==> src/rtl/shclk_pkg.sv <==
package shclk_pkg;

    localparam int RISE_W     = 2;
    localparam int WIDTH_W    = 5;
    localparam int WIDTH_LSB  = 0;
    localparam int RISE_LSB   = 5;
    localparam int LATCH_LEAD = 8;

    typedef struct packed {
        logic [RISE_W-1:0]  rise;
        logic [WIDTH_W-1:0] width;
    } pulse_cfg_t;

    typedef enum logic [1:0] {
        REG_TIMING = 2'd0,
        REG_LINE   = 2'd1,
        REG_PANEL  = 2'd2,
        REG_SPARE  = 2'd3
    } reg_sel_e;

    function automatic logic is_internal(input logic [1:0] mode);
        return (mode == 2'd0) || (mode == 2'd2);
    endfunction

endpackage

==> src/rtl/shclk_cfg_regs.sv <==
module shclk_cfg_regs
    import shclk_pkg::*;
#(
    parameter int LEN_W    = 8,
    parameter int MIN_LINE = 40,
    parameter int DEF_LINE = 64
) (
    input  logic             clk,
    input  logic             rst,
    input  logic             wr_en,
    input  logic [1:0]       wr_sel,
    input  logic [LEN_W-1:0] wr_data,
    input  logic             load,
    output pulse_cfg_t       act_cfg,
    output logic             act_panel,
    output logic [LEN_W-1:0] act_len
);

    localparam logic [LEN_W-1:0] LEN_FLOOR = LEN_W'(MIN_LINE);
    localparam logic [LEN_W-1:0] LEN_RESET = LEN_W'(DEF_LINE);

    pulse_cfg_t       shd_cfg;
    logic             shd_panel;
    logic [LEN_W-1:0] shd_len;
    logic [LEN_W-1:0] len_req;
    reg_sel_e         sel;

    assign sel     = reg_sel_e'(wr_sel);
    assign len_req = (wr_data < LEN_FLOOR) ? LEN_FLOOR : wr_data;

    // Shadow copy: written from the port, floor on length
    always_ff @(posedge clk) begin
        if (rst) begin
            shd_cfg   <= '0;
            shd_panel <= 1'b0;
            shd_len   <= LEN_RESET;
        end else if (wr_en) begin
            case (sel)
                REG_TIMING: shd_cfg <= '{rise:  wr_data[RISE_LSB +: RISE_W],
                                         width: wr_data[WIDTH_LSB +: WIDTH_W]};
                REG_LINE:   shd_len   <= len_req;
                REG_PANEL:  shd_panel <= wr_data[0];
                default:    ;
            endcase
        end
    end

    // Active copy: updated only at the reference point
    always_ff @(posedge clk) begin
        if (rst) begin
            act_cfg   <= '0;
            act_panel <= 1'b0;
            act_len   <= LEN_RESET;
        end else if (load) begin
            act_cfg   <= shd_cfg;
            act_panel <= shd_panel;
            act_len   <= shd_len;
        end
    end

    logic past_ok;
    always_ff @(posedge clk) begin
        if (rst) past_ok <= 1'b0;
        else     past_ok <= 1'b1;
    end

    a_r8_hold_mid_line: assert property (@(posedge clk) disable iff (rst)
        (past_ok && !$past(load)) |-> ($stable(act_cfg) && $stable(act_panel) && $stable(act_len)));

    a_r2_len_floor: assert property (@(posedge clk) disable iff (rst)
        act_len >= LEN_FLOOR);

endmodule

==> src/rtl/shclk_line_ctr.sv <==
module shclk_line_ctr #(
    parameter int LEN_W = 8
) (
    input  logic             clk,
    input  logic             rst,
    input  logic [LEN_W-1:0] line_len,
    output logic [LEN_W-1:0] cnt,
    output logic             wrap
);

    assign wrap = (cnt == line_len - 1'b1);

    always_ff @(posedge clk) begin
        if (rst)       cnt <= '0;
        else if (wrap) cnt <= '0;
        else           cnt <= cnt + 1'b1;
    end

    a_r2_count_in_range: assert property (@(posedge clk) disable iff (rst)
        cnt < line_len);

    a_r2_wrap_to_zero: assert property (@(posedge clk) disable iff (rst)
        wrap |=> (cnt == '0));

endmodule

==> src/rtl/shclk_pulse_shaper.sv <==
module shclk_pulse_shaper
    import shclk_pkg::*;
#(
    parameter int LEN_W     = 8,
    parameter int NUM_SHIFT = 2
) (
    input  logic                 clk,
    input  logic                 rst,
    input  logic [LEN_W-1:0]     cnt,
    input  pulse_cfg_t           cfg,
    input  logic                 panel,
    input  logic [LEN_W-1:0]     line_len,
    input  logic [1:0]           disp_mode,
    output logic [NUM_SHIFT-1:0] shift_clk,
    output logic                 latch_pulse
);

    localparam int SUM_W = LEN_W + 1;

    logic [SUM_W-1:0] cnt_x;
    logic [SUM_W-1:0] rise_x;
    logic [SUM_W-1:0] stop_x;
    logic [LEN_W-1:0] latch_start;
    logic             enabled;
    logic             in_window;
    logic             pulse_on;
    logic             latch_on;

    assign enabled     = is_internal(disp_mode);
    assign cnt_x       = SUM_W'(cnt);
    assign rise_x      = SUM_W'(cfg.rise);
    assign stop_x      = rise_x + SUM_W'(cfg.width);
    assign latch_start = line_len - LEN_W'(LATCH_LEAD);

    // Window [rise, rise+width); empty when width is zero
    assign in_window = (cnt_x >= rise_x) && (cnt_x < stop_x);
    assign pulse_on  = enabled && panel && in_window;
    // Fixed pulse: rises LATCH_LEAD clocks before wrap, falls at zero
    assign latch_on  = enabled && !panel && (cnt >= latch_start);

    assign latch_pulse = latch_on;

    // Every shift output carries the same pulse
    for (genvar gi = 0; gi < NUM_SHIFT; gi++) begin : g_shift
        assign shift_clk[gi] = pulse_on;
    end

    a_r7_quiet_external: assert property (@(posedge clk) disable iff (rst)
        !is_internal(disp_mode) |-> (shift_clk == '0 && !latch_pulse));

    a_r6_outputs_match: assert property (@(posedge clk) disable iff (rst)
        (shift_clk == '0) || (&shift_clk));

    a_r5_exclusive: assert property (@(posedge clk) disable iff (rst)
        !(latch_pulse && (shift_clk != '0)));

    a_r4_zero_width: assert property (@(posedge clk) disable iff (rst)
        (cfg.width == '0) |-> (shift_clk == '0));

    a_r3_not_before_rise: assert property (@(posedge clk) disable iff (rst)
        shift_clk[0] |-> (cnt_x >= rise_x));

    a_r5_low_at_ref: assert property (@(posedge clk) disable iff (rst)
        (cnt == '0) |-> !latch_pulse);

endmodule

==> src/rtl/shclk_pulse_gen.sv <==
module shclk_pulse_gen
    import shclk_pkg::*;
#(
    parameter int LEN_W     = 8,
    parameter int MIN_LINE  = 40,
    parameter int DEF_LINE  = 64,
    parameter int NUM_SHIFT = 2
) (
    input  logic                 clk,
    input  logic                 rst,
    input  logic                 wr_en,
    input  logic [1:0]           wr_sel,
    input  logic [LEN_W-1:0]     wr_data,
    input  logic [1:0]           disp_mode,
    output logic [NUM_SHIFT-1:0] shift_clk,
    output logic                 latch_pulse
);

    pulse_cfg_t       act_cfg;
    logic             act_panel;
    logic [LEN_W-1:0] act_len;
    logic [LEN_W-1:0] cnt;
    logic             wrap;

    shclk_cfg_regs #(
        .LEN_W    (LEN_W),
        .MIN_LINE (MIN_LINE),
        .DEF_LINE (DEF_LINE)
    ) u_regs (
        .clk       (clk),
        .rst       (rst),
        .wr_en     (wr_en),
        .wr_sel    (wr_sel),
        .wr_data   (wr_data),
        .load      (wrap),
        .act_cfg   (act_cfg),
        .act_panel (act_panel),
        .act_len   (act_len)
    );

    shclk_line_ctr #(
        .LEN_W (LEN_W)
    ) u_ctr (
        .clk      (clk),
        .rst      (rst),
        .line_len (act_len),
        .cnt      (cnt),
        .wrap     (wrap)
    );

    shclk_pulse_shaper #(
        .LEN_W     (LEN_W),
        .NUM_SHIFT (NUM_SHIFT)
    ) u_shape (
        .clk         (clk),
        .rst         (rst),
        .cnt         (cnt),
        .cfg         (act_cfg),
        .panel       (act_panel),
        .line_len    (act_len),
        .disp_mode   (disp_mode),
        .shift_clk   (shift_clk),
        .latch_pulse (latch_pulse)
    );

    // after reset the count sits at zero with every output low
    a_r1_reset_quiet: assert property (@(posedge clk)
        $past(rst) |-> (cnt == '0 && shift_clk == '0 && !latch_pulse));

endmodule

==> config.mk <==
export PLATFORM = sky130hd
export DESIGN_NAME = shclk_pulse_gen
export DESIGN_NICKNAME = d
export VERILOG_FILES = /design/src/rtl/shclk_pkg.sv /design/src/rtl/shclk_cfg_regs.sv /design/src/rtl/shclk_line_ctr.sv /design/src/rtl/shclk_pulse_shaper.sv /design/src/rtl/shclk_pulse_gen.sv
export SDC_FILE = /design/constraint.sdc
export NUM_CORES = 1
export LEC_CHECK = 0
export BUFFER_PORTS_ARGS = -buffer_cell sky130_fd_sc_hd__buf_2
export CAP_MARGIN = 5
export CELL_PAD_IN_SITES_DETAIL_PLACEMENT = 0
export CELL_PAD_IN_SITES_GLOBAL_PLACEMENT = 1
export CORE_AREA = 2 2 73 75
export CTS_BUF_LIST = sky130_fd_sc_hd__clkbuf_4 sky130_fd_sc_hd__clkbuf_8
export CTS_CLUSTER_SIZE = 12
export DETAILED_ROUTE_END_ITERATION = 6
export DIE_AREA = 0 0 75 77
export PLACE_DENSITY_LB_ADDON = 0.1
export SYNTH_ARGS = -nofsm -noshare
export SYNTH_HDL_FRONTEND = slang
export SYNTH_SLANG_ARGS = --single-unit
export TNS_END_PERCENT = 5
==> constraint.sdc <==
create_clock -name clk -period 2.7 [get_ports clk]
set_input_delay 0.405 -clock clk [delete_from_list [all_inputs] [get_ports clk]]
set_output_delay 0.405 -clock clk [all_outputs]
set_load 0.01 [all_outputs]
==> results of run 1 <==
-- logic make-up (layout without fill, tap and decap cells) --
kind of cell / count (synthesis) / in the layout
simple gates: 87 / 87
flops: 40 / 40
compound gates: 30 / 30
buf+inv: 30 / 46
mux: 24 / 24
fa+ha+maj: 22 / 22
xor+xnor: 19 / 19
-- metal layers --
metal | vias to the layer above | wire length [um] | GRT usage [%] | part of all wire [%]
met1 | 733 | 2270 | 24.7 | 52
met4 | 0 | 76 | 6.61 | 1.7
met3 | 6 | 106 | 3.55 | 2.4
met5 | - | 0 | 0 | 0
li1 | 891 | - | - | -
met2 | 17 | 1940 | 24.9 | 44
-- layout make-up --
type	count	area (um^2)
well taps	70	87.6
flip-flops and latches	40	808
clock buffers	5	68.8
fillers	500	2440
repair buffers	22	138
inverters	16	60.1
clock inverters	3	42.5
multi-input cells	182	1330
-- sequential cells by signal (all words and copies together) (netlist names) --
register and flops:
u_ctr.cnt 8, u_regs.act_cfg 7, u_regs.act_len 8, u_regs.act_panel 1, u_regs.shd_cfg 7, u_regs.shd_len 8, u_regs.shd_panel 1
-- worst max-delay path: stages (launching register included) --
cell                       delay, ns
sky130_fd_sc_hd__dfxtp_2        0.37
sky130_fd_sc_hd__ha_4           0.13
sky130_fd_sc_hd__inv_1          0.04
sky130_fd_sc_hd__fa_1           0.43
sky130_fd_sc_hd__ha_1           0.27
sky130_fd_sc_hd__a21boi_1       0.12
sky130_fd_sc_hd__o21a_1         0.17
sky130_fd_sc_hd__o21ai_1        0.12
sky130_fd_sc_hd__a21oi_1        0.08
sky130_fd_sc_hd__nor2_1         0.12
sky130_fd_sc_hd__buf_2          0.14
-- power breakdown --
part           switching (mW)  internal [mW]
Clock                   0.209          0.273
Sequential             0.0133          0.601
Combinational          0.0422         0.0364
-- synth_stat cells, types with 2 or more instances --
cell type and number:
sky130_fd_sc_hd__mux2i_1 24, sky130_fd_sc_hd__nor3_1 3, sky130_fd_sc_hd__or3_1 2, sky130_fd_sc_hd__nand3b_1 3, sky130_fd_sc_hd__or2_2 2, sky130_fd_sc_hd__nand4_1 2
sky130_fd_sc_hd__xor2_1 9, sky130_fd_sc_hd__a21oi_1 6, sky130_fd_sc_hd__a211o_1 2, sky130_fd_sc_hd__a21o_1 2, sky130_fd_sc_hd__nor4_1 2, sky130_fd_sc_hd__a22oi_1 4
sky130_fd_sc_hd__o21ai_0 5, sky130_fd_sc_hd__clkbuf_1 8, sky130_fd_sc_hd__nor2_1 50, sky130_fd_sc_hd__nor3b_1 2, sky130_fd_sc_hd__dfxtp_1 40, sky130_fd_sc_hd__nand2_1 10
sky130_fd_sc_hd__inv_1 16, sky130_fd_sc_hd__xnor2_1 10, sky130_fd_sc_hd__o211ai_1 2, sky130_fd_sc_hd__buf_4 2, sky130_fd_sc_hd__nand3_1 6, sky130_fd_sc_hd__nand2b_1 2
sky130_fd_sc_hd__ha_1 21
-- stage by stage --
step	power [mW]	area [um^2]
after floorplan	0.680	2250
after global routing	1.23	2540
after detailed placement	0.708	2380
final	1.18	2540
after CTS	1.19	2500
after global placement	0.707	2380
-- timing repair --
action                     CTS  global route
pin swaps                    1             2
buffers inserted             0             2
gates resized for setup      5             7
setup endpoints to repair    3             3
-- path summary, 6_finish.rpt --
| path | start | endpoint | slack [ns] | cells past startpoint |
|---|---|---|---|---|
| min | wr_data[7] | u_regs.shd_len[7] | 0.36 | 3 |
| max reg2reg | u_regs.act_len[0] | u_ctr.cnt[3] | 0.40 | 8 |
| max | u_regs.act_cfg[5] | shift_clk[0] | 0.01 | 10 |
| min reg2reg | u_ctr.cnt[0] | u_ctr.cnt[0] | 0.45 | 1 |
-- cell usage in the layout (no fill, tap or decap), drive strengths merged --
cell type,count
a2111oi,2
a211o,2
a21boi,1
a21o,2
a21oi,6
a221o,1
a221oi,1
a22oi,4
a31oi,1
and2,1
buf,22
bufinv,1
clkbuf,5
clkinv,1
clkinvlp,1
dfxtp,40
fa,1
ha,21
inv,16
mux2i,24
nand2,10
nand2b,2
nand3,6
nand3b,3
nand4,2
nor2,50
nor3,3
nor3b,2
nor4,2
nor4b,1
o211ai,2
o21a,1
o21ai,5
o311a,1
o31ai,1
or2,3
or3,2
xnor2,10
xor2,9
==> parameters.txt, run 1 <==
Parameter                              Value

Run status
  Result of the run ... completed

Placement
  Placer Congestion ... 0.721
  Quantity of I/O buffers inserted on ports ... 16
  Pre-CTS setup slack ... 0.208 ns
  Cell total after placement ... 328
  Sum of net half-perimeters after detailed placement ... 3.24 mm

Detailed routing
  Average routed wire per standard cell ... 13.0 um
  Wire length after detailed routing ... 4.39 mm
  Detailed-route DRC error count ... 0
  Detail Route Antenna Nets ... 0
  Total via count after detailed routing ... 1647
  Detailed Routing Iterations Pass 1 ... 4
  Drt first-iter violations ... 80
  Vias per cell ... 4.87

Floorplan
  Placeable core region ... 4980 um^2
  Die Ht ... 77 um
  Die area ... 5780 um^2
  Horiz. Die Dim ... 75 um
  Cell row count ... 26
  I/O pin total ... 18
  Initial Util ... 45.1%

Global route
  Pin count of the biggest net entering global routing ... 35
  Residual overflow from global routing ... 0
  Total GRT Usage ... 17.2%
  Global-route wire length before repair ... 7.65 mm
  Number of global-route vias before repair ... 1607
  Number of antenna violations at the first check in global routing ... 0

Worst hold path
  Path category of the worst min-delay check ... input port to flip-flop

Synth
  Synthesis Warnings ... 0
  Async SR Flop Fraction ... 0%
  Sequential area share after synthesis ... 35.7%
  Synth Area in XOR/XNOR ... 7.41%
  Main synth FF type ... sky130_fd_sc_hd__dfxtp_1
  Yosys top cell area share ... 35.7%
  Average cell area after synthesis ... 8.91 um^2
  Cell type contributing the most total cell area after synthesis ... sky130_fd_sc_hd__dfxtp_1
  Cells after synthesis ... 252
  Post-synthesis net count ... 289
  Simple-Gate Fraction of Synth Area ... 17.4%
  Cells taking the most area after synthesis ... sky130_fd_sc_hd__dfxtp_1, sky130_fd_sc_hd__ha_1, sky130_fd_sc_hd__mux2i_1
  Cell variety after synth ... 42
  Multiplexer area fraction after synthesis ... 10.7%
  Number of enable-type register cells in the synthesized netlist ... 0
  Largest family of logic cells by synthesized area ... simple AND/OR/NAND/NOR gates
  Post-Syn Area ... 2250 um^2
  Post-synthesis compound-gate area fraction ... 9.75%
  Adder and majority gate portion of the synthesized area ... 12.6%
  Synthesized flop and latch total ... 40

Critical path
  Critical Setup Path Class ... flip-flop to primary output
  Sort of element at the start of the critical path ... flip-flop
  Endpoint type of the worst setup path ... primary output
  Data arrival time of the critical path ... 2.28 ns
  Worst-path maximum fanout ... 3
  Required time of the critical path ... 2.30 ns

Timing
  Tcrit/Tclk final ... 99.6%
  Worst Hold Margin ... 0.359 ns
  Worst setup margin ... 0.0104 ns
  Tightest slew margin relative to the limit ... 60.0%
  Count of endpoints failing hold in the final timing report ... 0
  Sum of negative setup slack ... 0 ns
  Highest clock frequency the design can meet ... 372 MHz
  Setup repair after global routing missed its margin ... true
  Least-Margin Pin Slew ... 0.600 ns
  Clock Skews ... 0.00864 ns
  Number of setup violations in the final report ... 0
  Max-slew violation total from the final report ... 0
  Min Tclk post-route ... 2.69 ns

Final layout
  Growth of design area from synthesis to finish ... 13.0%
  Filler-free cell count of the finished design ... 338
  Diode insertion count for antenna repair ... 0
  Utilization after layout ... 51.0%
  # nets final ... 304
  Fraction of layout cells with a size suffix above 1 ... 15.3%

Pwr
  Worst IR Drop VDD ... 327 uV
  Areal power density over the cells ... 463 nW/um^2
  Leakage power ... 0.988 nW

Clock tree
  Sink count of the clock tree ... 40
  CTS HTree Levels ... 2
  Number of CTS-inserted buffers ... 5
  Number of hold buffers added after cts ... 0
  Clock input transition at the sequential cells of the worst setup and hold paths ... 0.08 ns
  Clock tree from TritonCTS ... done
  Maximum buffer depth of the clock tree ... 2
  Buffer type at the clock tree root ... sky130_fd_sc_hd__clkbuf_8
  Clock latency on the worst-skew pair ... 0.30 ns

Job
  Max-capacitance violation count ... 0
(Power assumes the default switching activity.)
==> run 2: changes to the inputs <==
--- a/config.mk
+++ b/config.mk
@@ -9,11 +9,11 @@
 export CAP_MARGIN = 5
 export CELL_PAD_IN_SITES_DETAIL_PLACEMENT = 0
 export CELL_PAD_IN_SITES_GLOBAL_PLACEMENT = 1
-export CORE_AREA = 2 2 73 75
+export CORE_AREA = 2 2 67 82
 export CTS_BUF_LIST = sky130_fd_sc_hd__clkbuf_4 sky130_fd_sc_hd__clkbuf_8
 export CTS_CLUSTER_SIZE = 12
 export DETAILED_ROUTE_END_ITERATION = 6
-export DIE_AREA = 0 0 75 77
+export DIE_AREA = 0 0 69 84
 export PLACE_DENSITY_LB_ADDON = 0.1
 export SYNTH_ARGS = -nofsm -noshare
 export SYNTH_HDL_FRONTEND = slang
==> run 2 against run 1 <==
Against the previous run:
- critical path depth unchanged
- sequential power about the same
- clock skew decreased by 0.0015 ns
- die area increased by 0.36%
- critical endpoint unchanged
==> parameters.txt, run 2 (synthesis results as in run 1) <==
Parameter                              Value

Clock tree
  Buffer type at the clock tree root ... sky130_fd_sc_hd__clkbuf_8
  Number of CTS-inserted buffers ... 5
  Clock latency on the worst-skew pair ... 0.29 ns
  Clock input transition at the sequential cells of the worst setup and hold paths ... 0.09 ns
  CTS HTree Levels ... 2
  Setup repair bufs after CTS ... 0
  Maximum buffer depth of the clock tree ... 2
  Sink count of the clock tree ... 40
  Clock tree from TritonCTS ... done

Pwr
  Leakage power ... 0.981 nW
  Worst IR Drop VDD ... 265 uV
  Areal power density over the cells ... 476 nW/um^2

Critical path
  Worst setup startpoint ... u_regs.act_cfg[0]
  Sort of element at the start of the critical path ... flip-flop
  Depth of the worst register-to-register path ... 8
  Worst reg2reg setup slack ... 0.40 ns
  Reg-to-reg startpoint ... u_regs.act_len[0]
  Required time of the critical path ... 2.30 ns
  Data arrival time of the critical path ... 2.29 ns
  Endpoint type of the worst setup path ... primary output
  Critical Setup Path Class ... flip-flop to primary output
  Worst-path maximum fanout ... 2

Final layout
  # nets final ... 302
  Largest registers ... u_ctr.cnt: 8 flops, u_regs.act_len: 8 flops, u_regs.shd_len: 8 flops
  Utilization after layout ... 49.2%
  FILL cells ... 529
  Leading cell type in the layout, fill and taps excluded ... sky130_fd_sc_hd__nor2_1
  Area of combinational cells with multiple inputs ... 1320 um^2
  Commonest non-fill, non-tap cells in the layout ... sky130_fd_sc_hd__nor2_1, sky130_fd_sc_hd__dfxtp_1, sky130_fd_sc_hd__mux2i_1, sky130_fd_sc_hd__ha_1
  Growth of design area from synthesis to finish ... 11.3%
  Area occupied by registers ... 805 um^2
  Fraction of layout cells with a size suffix above 1 ... 13.5%
  Diode insertion count for antenna repair ... 0

Run status
  Result of the run ... completed

Timing
  Worst setup margin ... 0.00185 ns
  Max-slew violation total from the final report ... 0
  Setup repair after global routing missed its margin ... true
  Number of setup violations in the final report ... 0
  Count of endpoints failing hold in the final timing report ... 0
  Tightest slew margin relative to the limit ... 60.9%
  Min Tclk post-route ... 2.70 ns
  Tcrit/Tclk final ... 99.9%
  Clock Skews ... 0.00711 ns
  Least-Margin Pin Slew ... 0.586 ns
  Highest clock frequency the design can meet ... 371 MHz

Global route
  Number of global-route vias before repair ... 1648
  Fraction of met1 tracks used by global routing ... 21.4%
  Residual overflow from global routing ... 0
  Total GRT Usage ... 16.5%
  Pin count of the biggest net entering global routing ... 35
  GRT Max-Usage Layer ... met2
  Met3 global-route usage ... 3.38%
  Number of antenna violations at the first check in global routing ... 0
  Global-route wire length before repair ... 7.74 mm
  Met2 Use GR ... 27.3%

Detailed routing
  Detail Route Antenna Nets ... 0
  Total via count after detailed routing ... 1628
  Detailed-route DRC error count ... 0
  Detailed Routing Iterations Pass 1 ... 4
  Average routed wire per standard cell ... 13.0 um
  Drt first-iter violations ... 62
  Wire length after detailed routing ... 4.26 mm
  Vias per cell ... 4.96

Floorplan
  I/O pin total ... 18
  Cell row count ... 29
  Die Ht ... 84 um
  Horiz. Die Dim ... 69 um
  Initial Util ... 44.2%
  Die area ... 5800 um^2
  Placeable core region ... 5080 um^2

Worst hold path
  Cell count of the worst hold path ... 3
  Hold_sp ... wr_data[7]
  Path category of the worst min-delay check ... input port to flip-flop

Job
  Max-capacitance violation count ... 0

Placement
  Placer Congestion ... 0.704
  Quantity of I/O buffers inserted on ports ... 16
  Sum of net half-perimeters after detailed placement ... 3.23 mm
  Pre-CTS setup slack ... 0.210 ns
[run 2: layout make-up]
type / instances / area share (%)
multi-input cells: 182 / 52.8
flip-flops and latches: 40 / 32.2
repair buffers: 20 / 4.91
well taps: 62 / 3.10
clock buffers: 5 / 2.75
inverters: 16 / 2.40
clock inverters: 3 / 1.85
[run 2: repair_timing]
item / in CTS / in global routing
endpoints found under the hold margin: 0 / 0
resized for setup: 2 / 4
endpoints found under the setup margin: 2 / 3
pin swaps: 1 / 0
hold buffers: 0 / 0
gates cloned: 0 / 0
[run 2: worst paths after layout]
path / end
setup / recovery: shift_clk[0]
setup reg to reg: u_ctr.cnt[4]
hold reg to reg: u_regs.shd_len[6]
hold / removal: u_regs.shd_len[7]
[run 2: worst max-delay path, cell delays in order (launching register included)]
cell	delay (ns)
sky130_fd_sc_hd__dfxtp_2	0.33
sky130_fd_sc_hd__ha_1	0.20
sky130_fd_sc_hd__inv_1	0.07
sky130_fd_sc_hd__fa_1	0.41
sky130_fd_sc_hd__ha_1	0.27
sky130_fd_sc_hd__a21boi_0	0.12
sky130_fd_sc_hd__o21a_1	0.17
sky130_fd_sc_hd__o21ai_1	0.12
sky130_fd_sc_hd__a21oi_1	0.08
sky130_fd_sc_hd__nor2_1	0.10
sky130_fd_sc_hd__buf_2	0.14
[run 2: report_power, final]
part	switching [mW]	total (mW)	internal (mW)
logic	0.0417	0.0776	0.0359
registers	0.0126	0.614	0.602
clock network	0.220	0.498	0.278
[run 2: metrics by stage]
stage	total power, mW	setup TNS, ns	cell area (um^2)	std cells	hold slack, ns
6_report	1.19	0	2500	328	0.361
5_1_grt	1.25	-0.498	2500	328	0.394
4_1_cts	1.21	-0.0686	2490	328	0.357
3_5_place_dp	0.707	0	2370	320	0.451
3_3_place_gp	0.707	0	2370	320	0.452
2_1_floorplan	0.680	0	2250	252	0.436
[run 2: metal layers]
metal	vias up	part of all wire, %
li1	886	-
met1	717	49
met2	19	47
met3	6	2.7
met4	0	1.5
met5	-	0
